<file path="config.mk">
export PLATFORM = sky130hd
export DESIGN_NAME = serial_audio_rx
export DESIGN_NICKNAME = d
export VERILOG_FILES = /design/src/rtl/serial_audio_rx_pkg.sv /design/src/rtl/sarx_sync.sv /design/src/rtl/sarx_deframe.sv /design/src/rtl/sarx_align.sv /design/src/rtl/serial_audio_rx.sv
export SDC_FILE = /design/constraint.sdc
export NUM_CORES = 1
export LEC_CHECK = 0
export ABC_CLOCK_PERIOD_IN_PS = 4300
export CELL_PAD_IN_SITES_DETAIL_PLACEMENT = 1
export CELL_PAD_IN_SITES_GLOBAL_PLACEMENT = 1
export CORE_MARGIN = 1.5
export CORE_UTILIZATION = 25
export CTS_CLUSTER_DIAMETER = 60
export DETAILED_ROUTE_END_ITERATION = 6
export MAX_ROUTING_LAYER = met4
export PLACE_DENSITY_LB_ADDON = 0.15
export SLEW_MARGIN = 20
export SYNTH_ARGS = -nofsm -noshare
export SYNTH_HDL_FRONTEND = slang
export SYNTH_SLANG_ARGS = --single-unit
</file>
<file path="constraint.sdc">
create_clock -name clk_i -period 4.3 [get_ports clk_i]
set_input_delay 1.075 -clock clk_i [delete_from_list [all_inputs] [get_ports clk_i]]
set_output_delay 1.075 -clock clk_i [all_outputs]
set_load 0.01 [all_outputs]
</file>
<file path="src/rtl/serial_audio_rx_pkg.sv">
package serial_audio_rx_pkg;

  localparam int unsigned CNT_W = 6;

  typedef enum logic [1:0] {
    FMT_I2S = 2'd0,
    FMT_LJ  = 2'd1,
    FMT_RJ  = 2'd2,
    FMT_DSP = 2'd3
  } fmt_e;

  function automatic logic [CNT_W-1:0] wl_len(input logic [1:0] sel);
    case (sel)
      2'd0:    return CNT_W'(16);
      2'd1:    return CNT_W'(18);
      2'd2:    return CNT_W'(20);
      default: return CNT_W'(24);
    endcase
  endfunction

endpackage

</file>
<file path="src/rtl/sarx_sync.sv">
module sarx_sync #(
  parameter int unsigned STAGES = 2
) (
  input  logic clk_i,
  input  logic rst_ni,
  input  logic sclk_i,
  input  logic ws_i,
  input  logic sd_i,
  output logic bit_evt_o,
  output logic ws_o,
  output logic sd_o
);

  localparam int unsigned NSIG = 3;

  logic [NSIG-1:0] raw;
  logic [NSIG-1:0] synced;
  logic            sclk_hist_q;

  assign raw = {sd_i, ws_i, sclk_i};

  for (genvar g = 0; g < NSIG; g++) begin : g_sync
    logic [STAGES-1:0] q;
    always_ff @(posedge clk_i or negedge rst_ni) begin
      if (!rst_ni) q <= '0;
      else         q <= {q[STAGES-2:0], raw[g]};
    end
    assign synced[g] = q[STAGES-1];
  end

  always_ff @(posedge clk_i or negedge rst_ni) begin
    if (!rst_ni) sclk_hist_q <= 1'b0;
    else         sclk_hist_q <= synced[0];
  end

  assign bit_evt_o = synced[0] & ~sclk_hist_q;
  assign ws_o      = synced[1];
  assign sd_o      = synced[2];

endmodule

</file>
<file path="src/rtl/sarx_deframe.sv">
module sarx_deframe
  import serial_audio_rx_pkg::*;
#(
  parameter int unsigned SAMPLE_W = 24
) (
  input  logic                clk_i,
  input  logic                rst_ni,
  input  logic                bit_evt_i,
  input  logic                ws_i,
  input  logic                sd_i,
  input  fmt_e                fmt_i,
  input  logic [1:0]          wl_sel_i,
  output logic                cap_left_o,
  output logic                cap_right_o,
  output logic [SAMPLE_W-1:0] word_o
);

  logic                ws_prev_q, trans_d_q;
  logic [SAMPLE_W-1:0] sh_q;
  logic [CNT_W-1:0]    cnt_q;

  logic [CNT_W-1:0]    wl, limit, cnt_nx;
  logic                trans, start, hit_first, hit_last;
  logic [SAMPLE_W-1:0] word_now, word_sel;
  logic                cap_l, cap_r;

  assign wl       = wl_len(wl_sel_i);
  assign limit    = (fmt_i == FMT_DSP) ? {wl[CNT_W-2:0], 1'b0} : wl;
  assign trans    = ws_i ^ ws_prev_q;
  assign word_now = {sh_q[SAMPLE_W-2:0], sd_i};

  always_comb begin
    case (fmt_i)
      FMT_I2S: start = trans_d_q;
      FMT_LJ:  start = trans;
      FMT_DSP: start = ws_i & ~ws_prev_q;
      default: start = 1'b0;
    endcase
  end

  assign cnt_nx    = start ? CNT_W'(1) : ((cnt_q != '0) ? cnt_q + CNT_W'(1) : '0);
  assign hit_first = (cnt_nx == wl);
  assign hit_last  = (cnt_nx == limit) && (cnt_nx != '0);

  always_comb begin
    cap_l    = 1'b0;
    cap_r    = 1'b0;
    word_sel = word_now;
    case (fmt_i)
      FMT_I2S: begin
        cap_l = hit_first & ~ws_i;
        cap_r = hit_first &  ws_i;
      end
      FMT_LJ: begin
        cap_l = hit_first &  ws_i;
        cap_r = hit_first & ~ws_i;
      end
      FMT_RJ: begin
        // word ended on the previous bit; current bit belongs to the next half
        word_sel = sh_q;
        cap_l    = trans &  ws_prev_q;
        cap_r    = trans & ~ws_prev_q;
      end
      default: begin
        cap_l = hit_first & ~hit_last;
        cap_r = hit_last;
      end
    endcase
  end

  always_ff @(posedge clk_i or negedge rst_ni) begin
    if (!rst_ni) begin
      ws_prev_q   <= 1'b0;
      trans_d_q   <= 1'b0;
      sh_q        <= '0;
      cnt_q       <= '0;
      cap_left_o  <= 1'b0;
      cap_right_o <= 1'b0;
      word_o      <= '0;
    end else begin
      cap_left_o  <= 1'b0;
      cap_right_o <= 1'b0;
      if (bit_evt_i) begin
        ws_prev_q   <= ws_i;
        trans_d_q   <= trans;
        sh_q        <= word_now;
        cnt_q       <= hit_last ? '0 : cnt_nx;
        cap_left_o  <= cap_l;
        cap_right_o <= cap_r;
        word_o      <= word_sel;
      end
    end
  end

endmodule

</file>
<file path="src/rtl/sarx_align.sv">
module sarx_align
  import serial_audio_rx_pkg::*;
#(
  parameter int unsigned SAMPLE_W = 24
) (
  input  logic [SAMPLE_W-1:0] word_i,
  input  logic [1:0]          wl_sel_i,
  output logic [SAMPLE_W-1:0] aligned_o
);

  logic [CNT_W-1:0] shamt;

  // shifting out the top discards bits older than the word
  assign shamt     = CNT_W'(SAMPLE_W) - wl_len(wl_sel_i);
  assign aligned_o = word_i << shamt;

endmodule

</file>
<file path="src/rtl/serial_audio_rx.sv">
module serial_audio_rx
  import serial_audio_rx_pkg::*;
#(
  parameter int unsigned SAMPLE_W    = 24,
  parameter int unsigned SYNC_STAGES = 2
) (
  input  logic                clk_i,
  input  logic                rst_ni,
  input  logic                sclk_i,
  input  logic                ws_i,
  input  logic                sd_i,
  input  logic [1:0]          fmt_i,
  input  logic [1:0]          wl_sel_i,
  output logic [SAMPLE_W-1:0] left_o,
  output logic [SAMPLE_W-1:0] right_o,
  output logic                valid_o
);

  logic                bit_evt, ws_s, sd_s;
  logic                cap_l, cap_r;
  logic [SAMPLE_W-1:0] word, aligned;
  logic [SAMPLE_W-1:0] left_hold_q;
  logic                left_got_q;

  sarx_sync #(.STAGES(SYNC_STAGES)) u_sync (
    .clk_i     (clk_i),
    .rst_ni    (rst_ni),
    .sclk_i    (sclk_i),
    .ws_i      (ws_i),
    .sd_i      (sd_i),
    .bit_evt_o (bit_evt),
    .ws_o      (ws_s),
    .sd_o      (sd_s)
  );

  sarx_deframe #(.SAMPLE_W(SAMPLE_W)) u_deframe (
    .clk_i       (clk_i),
    .rst_ni      (rst_ni),
    .bit_evt_i   (bit_evt),
    .ws_i        (ws_s),
    .sd_i        (sd_s),
    .fmt_i       (fmt_e'(fmt_i)),
    .wl_sel_i    (wl_sel_i),
    .cap_left_o  (cap_l),
    .cap_right_o (cap_r),
    .word_o      (word)
  );

  sarx_align #(.SAMPLE_W(SAMPLE_W)) u_align (
    .word_i    (word),
    .wl_sel_i  (wl_sel_i),
    .aligned_o (aligned)
  );

  always_ff @(posedge clk_i or negedge rst_ni) begin
    if (!rst_ni) begin
      left_hold_q <= '0;
      left_got_q  <= 1'b0;
      left_o      <= '0;
      right_o     <= '0;
      valid_o     <= 1'b0;
    end else begin
      valid_o <= 1'b0;
      if (cap_l) begin
        left_hold_q <= aligned;
        left_got_q  <= 1'b1;
      end else if (cap_r) begin
        left_got_q <= 1'b0;
        if (left_got_q) begin
          left_o  <= left_hold_q;
          right_o <= aligned;
          valid_o <= 1'b1;
        end
      end
    end
  end

endmodule

</file>
== Yosys cells after proc, flatten, opt, wreduce, memory -nomap -nowiden ==
Index checks and enable logic that the tools add are counted.
Cells by class
  add/subtract/negate cells: 2
  equal/unequal tests: 7
  shift-type cells: 1
  multiplexer cells: 16
  bitwise gates (word level): 13
  reduce and logical (&&, ||, !) cells: 7
Operators by type and width (count)
  $mux W24: 1
  $mux W6: 4
  $shl A24 B6 Y24: 1
  $eq A6 B6 Y1: 2
  $pmux W4 S3: 1
  $reduce_bool A6 Y1: 2
  $pmux W1 S3: 3
  $and A1 B1 Y1: 7
  $mux W1: 7
  $add A6 B1 Y6 const B: 1
  $eq A2 B2 Y1 const B: 3
  $sub A5 B5 Y6 const A: 1
  $not A1 Y1: 5
  $eq A2 B1 Y1 const B: 2
  $logic_not A2 Y1: 2
  $reduce_and A3 Y1: 1
  $reduce_bool A2 Y1: 1
  $logic_and A1 B1 Y1: 1
  $xor A1 B1 Y1: 1
Storage, ports and cells
  bits in registers: 139
  input bits: 9
  output and inout port bits: 49
  word-level logic and storage cells: 62

== Longest topological paths before layout ==
  depth after elaboration: 10
  gate-level depth with buffers: 10
  mapped depth without buffers: 8

== By module ==
From an unflattened synthesis, not the netlist that was laid out.
Unflattened totals
  cells, all modules: 535
  area, all modules: 6841.6 µm²
Modules (own cells, without submodules)
  sarx_deframe: times used 1, cells each 274, area each 2960.3 µm², seq. area each 1451.4 µm²
  serial_audio_rx: times used 1, cells each 158, area each 2790.2 µm², seq. area each 1851.8 µm²
  sarx_align: times used 1, cells each 95, area each 902.1 µm², seq. area each 0.0 µm²
  sarx_sync: times used 1, cells each 8, area each 188.9 µm², seq. area each 175.2 µm²

== Least setup slack after synthesis ==
OpenSTA, ideal clock, no wires.
  path type: input to register
  from: input port wl_sel_i[0]
  to: register left_hold_q[20]
  setup time: 0.125 ns
  arrival time: 2.793 ns
  required time: 4.175 ns
  slack: 1.383 ns
  stages: 8
  path buffers: 2
  cell sequence: inv_1 -> ha_1 -> clkbuf_1 -> clkbuf_1 -> mux4_2 -> mux2i_1 -> nor2_1 -> mux2_2
Between the ends
  longest elaborated chain between the ends: 4
  elaborated cells on any way between the ends: 6
  classes of those cells: add/sub (1); eq/ne (2); shift (1); mux (1); reduce/logical (1)
RTL lines
  start, declared: RTL line serial_audio_rx.sv:13  | input logic [1:0] wl_sel_i,
  $eq A2 B2 Y1 (tied with other cells): RTL line serial_audio_rx_pkg.sv:13  | case (sel)
  $pmux W4 S3 *: RTL line serial_audio_rx_pkg.sv:13
  $sub A5 B5 Y6 *: RTL line sarx_align.sv:14  | assign shamt = CNT_W'(SAMPLE_W) - wl_len(wl_sel_i);
  $shl A24 B6 Y24 *: RTL line sarx_align.sv:15  | assign aligned_o = word_i << shamt;
  end signal, assigned: RTL line serial_audio_rx.sv:65  | left_hold_q <= aligned;
  end, declared: RTL line serial_audio_rx.sv:22  | logic [SAMPLE_W-1:0] left_hold_q;
Every way passes the cells marked *; elsewhere a longest branch is shown, timed or not.
A chain may end at the register's enable or synchronous reset.

== Worst setup path in the final report ==
  from: input port fmt_i[0]
  to: register u_deframe.cnt_q[5]
Between the ends
  longest elaborated chain between the ends: 6
  elaborated cells on any way between the ends: 10
  classes of those cells: eq/ne (3); mux (4); reduce/logical (3)
RTL lines
  start, declared: RTL line serial_audio_rx.sv:12  | input logic [1:0] fmt_i,
  $eq A2 B2 Y1 (tied with other cells): RTL line sarx_deframe.sv:28, sarx_deframe.sv:33
  $pmux W1 S3: RTL line sarx_deframe.sv:33  | case (fmt_i)
  $mux W6: RTL line sarx_deframe.sv:41  | assign cnt_nx = start ? CNT_W'(1) : ((cnt_q != '0) ? cnt_q + CNT_W'(1) : '0);
  $eq A6 B6 Y1 / $reduce_bool A6 Y1 (equally long branches): RTL line sarx_deframe.sv:43  | assign hit_last = (cnt_nx == limit) && (cnt_nx != '0);
  $logic_and A1 B1 Y1: RTL line sarx_deframe.sv:43
  $mux W6 *: RTL line sarx_deframe.sv:87  | cnt_q <= hit_last ? '0 : cnt_nx;
  end signal, assigned: RTL line sarx_deframe.sv:87
  end, declared: RTL line sarx_deframe.sv:20  | logic [CNT_W-1:0] cnt_q;
Marked as above.

==> reports/qor.csv <==
metric,value,unit
dpl_cell_area,7470,um^2
worstRegToRegCells,8,
cts_buffers,17,
pre_cts_ws,267,ps
period_share,0.831,
p_per_area,569,nW/um^2
async_flop_share,1.00,
route.detailed.drc,0,
switching_share,0.320,
synthesis.nets,669,
clkLatencyLatePin,420,ps
clkPwrFrac,0.321,
synth_top_flop_cell,dfrtp_1,
start_kind,primary input,
status,"complete, no violations",
syn_inst,652,
yosys-top-cells-area,"dfrtp_1, mux2i_1, nand2_1, o21ai_0, mux2_2",
worstMarginPinSlew,863,ps
crit_chain,clkdlybuf4s50_1 > nor2b_1 > o31ai_1 > o21a_1 > o2111ai_2 > o31ai_1 > o21ai_0,
area_delta_synth_final,23.0,%
cts-root-buf,clkbuf_16,
grt_pass1_wl,27500,um
hold_class,flip-flop to flip-flop,
wire_per_inst,15.8,um
relSlewSlack,0.424,
grt_use_total,0.135,
grt_max_degree,89,
p_comb_frac,0.255,
die_height,165,um
grt_pass1_vias,4984,
yosysMostFrequentCell,dfrtp_1,
cp_top_family,compound AO/OA/AOI/OAI gates,
yosys.area.top_type,dfrtp_1,
post-cts-setup-buffer-count,0,
avgSynthCellArea,10.0,um^2
path_clk_slew,70,ps
overflow,0,
pwr-share-seq,0.424,
yosysWarnings,0,
setup_violations,0,
first_pass_iters,6,
cts_resized,0,
endpoint_kind,flip-flop,
cts_tree,done,
cp.arrival,3840,ps
via_count,4668,
worst_path_max_delay_cell,o31ai_1,
drv_slew,0,
critPathBufInv,1,
fmax,280,MHz
startpoint,fmt_i[0],
reg2reg_from,u_deframe.ws_prev_q$_DFFE_PN0P_,
vdd.ir_drop.worst,0.000273,V
routed_wl,16500,um
crit_top_cell,o31ai_1,
hold_path_end,u_sync.g_sync[2].q[1]$_DFF_PN0_,
worstSetupPathType,primary input to flip-flop,
synth-edff-count,0,
rsz0062_at_grt,no,
timing.final.ws_setup,728,ps
timing.rr.end,u_deframe.cnt_q[5]$_DFFE_PN0P_,
gp_congestion,0.735,
critPathMaxStageDelay,670,ps
initial_core_util,0.253,
min_from,u_sync.g_sync[2].q[0]$_DFF_PN0_,
intPower,3.12,mW
rows,59,
seq_area_frac_synth,0.531,
cts_buffer_depth,2,
vias_per_cell,4.47,
crit_fanout,9,
holdPathStages,0,
drtAntennaViolNets,0,
hold_viol,0,
ctsHoldBuffers,0,
synth_top_cells_by_count,"dfrtp_1, nand2_1, o21ai_0",
final_area,8060,um^2
cts_htree_levels,4,
layout-drive-gt1-share,0.130,
p_sw,1.46,mW
syn_area,6550,um^2
hpwl,11500,um
ys_types,45,
period_minus_slack,3570,ps
drtIter0Drc,264,
r2r_setup_slack,1410,ps
p_leak,3.69,nW
clkSinkCount,139,
core,25900,um^2
dieWidth,165,um
fin_setup_tns,0,ps
fin_nets,714,
ys_seq_elements,139,
drv_cap,0,
required,4560,ps
antenna_found_initial,0,
fillers,2920,
die_area,27200,um^2
final_util,0.311,
io_buffers,57,
netlist.area_leader.share,0.531,
clock_skew,11.9,ps
pin_count,58,
antenna_cells,0,
-- worst max path at each step --
stage | cells after the start | end | slack, ps
6_report | 7 | u_deframe.cnt_q[5]$_DFFE_PN0P_ | 730
5_1_grt | 7 | u_deframe.cnt_q[5]$_DFFE_PN0P_ | 470
4_1_cts | 7 | u_deframe.cnt_q[5]$_DFFE_PN0P_ | 710
3_5_place_dp | 7 | u_deframe.cnt_q[5]$_DFFE_PN0P_ | 270
3_3_place_gp | 7 | u_deframe.cnt_q[3]$_DFFE_PN0P_ | 350
2_1_floorplan | 8 | left_hold_q[20]$_DFFE_PN0P_ | 1380
-- area by class of cell --
class,count,area [um^2],area share
flip-flops and latches,139,3480,0.432
multi-input cells,443,2800,0.347
repair buffers,70,682,0.0846
clock buffers,19,443,0.0550
well taps,335,419,0.0520
clock inverters,13,143,0.0177
inverters,26,97.6,0.0121
-- power groups by stage --
stage          Clock, mW  Combinational, mW  Sequential [mW]
2_1_floorplan          0              0.627             1.94
3_3_place_gp           0               1.17             1.96
3_5_place_dp           0               1.19             1.98
4_1_cts             1.52               1.20             1.96
5_1_grt             1.58               1.33             2.01
6_report            1.47               1.17             1.94
-- registers in the layout, summed over array words and instances (netlist names) --
name / count
left_o: 24
u_deframe.ws_prev_q: 1
valid_o: 1
right_o: 24
left_hold_q: 24
u_deframe.cnt_q: 6
u_deframe.cap_left_o: 1
u_sync.sclk_hist_q: 1
u_deframe.sh_q: 24
u_deframe.word_o: 24
u_deframe.cap_right_o: 1
u_sync.g_sync.q: 6
u_deframe.trans_d_q: 1
left_got_q: 1
-- cell families after synthesis --
group / Yosys count / synth area share
AO/OA/AOI/OAI: 131 / 0.114
XOR/XNOR: 9 / 0.0120
adder cells (fa/ha/maj): 8 / 0.0153
buffers and inverters: 70 / 0.0426
flip-flops: 139 / 0.531
multiplexers: 92 / 0.151
AND/OR/NAND/NOR: 203 / 0.134
-- layer usage --
metal | global-route usage | vias up | routed length (um)
li1 | - | 2308 | -
met2 | 0.201 | 61 | 7450
met3 | 0.0256 | 19 | 432
met1 | 0.181 | 2280 | 8330
met5 | - | - | 0
met4 | 0.0491 | 0 | 272
-- placed cells by master (no fill, tap or decap), types with 3 or more instances in the layout --
cell / netlist / layout
xnor2_1: 5 / 5
a211oi_1: 3 / 3
o31ai_1: 8 / 8
clkbuf_16: 0 / 17
nand3_1: 18 / 18
buf_4: 0 / 12
nor2b_1: 6 / 6
clkinvlp_4: 0 / 5
o21ai_0: 87 / 87
nor2_1: 19 / 19
clkdlybuf4s50_1: 0 / 56
mux2_2: 37 / 37
xor2_1: 4 / 4
nor3_1: 4 / 4
and2_1: 4 / 4
inv_1: 26 / 26
dfrtp_1: 139 / 139
a21oi_1: 15 / 15
ha_1: 8 / 8
a31oi_1: 5 / 5
nand2_1: 137 / 137
mux2i_1: 53 / 53
-- through the flow --
step                      hold WS (ps)  total power [mW]  instances
after detailed placement           338              3.17       1013
after CTS                          354              4.67       1045
after global routing               354              4.91       1045
final                              351              4.58       1045
after global placement             333              3.13       1013
after floorplan                    331              2.57        652
No activity file was read; power rests on OpenSTA's default activity.
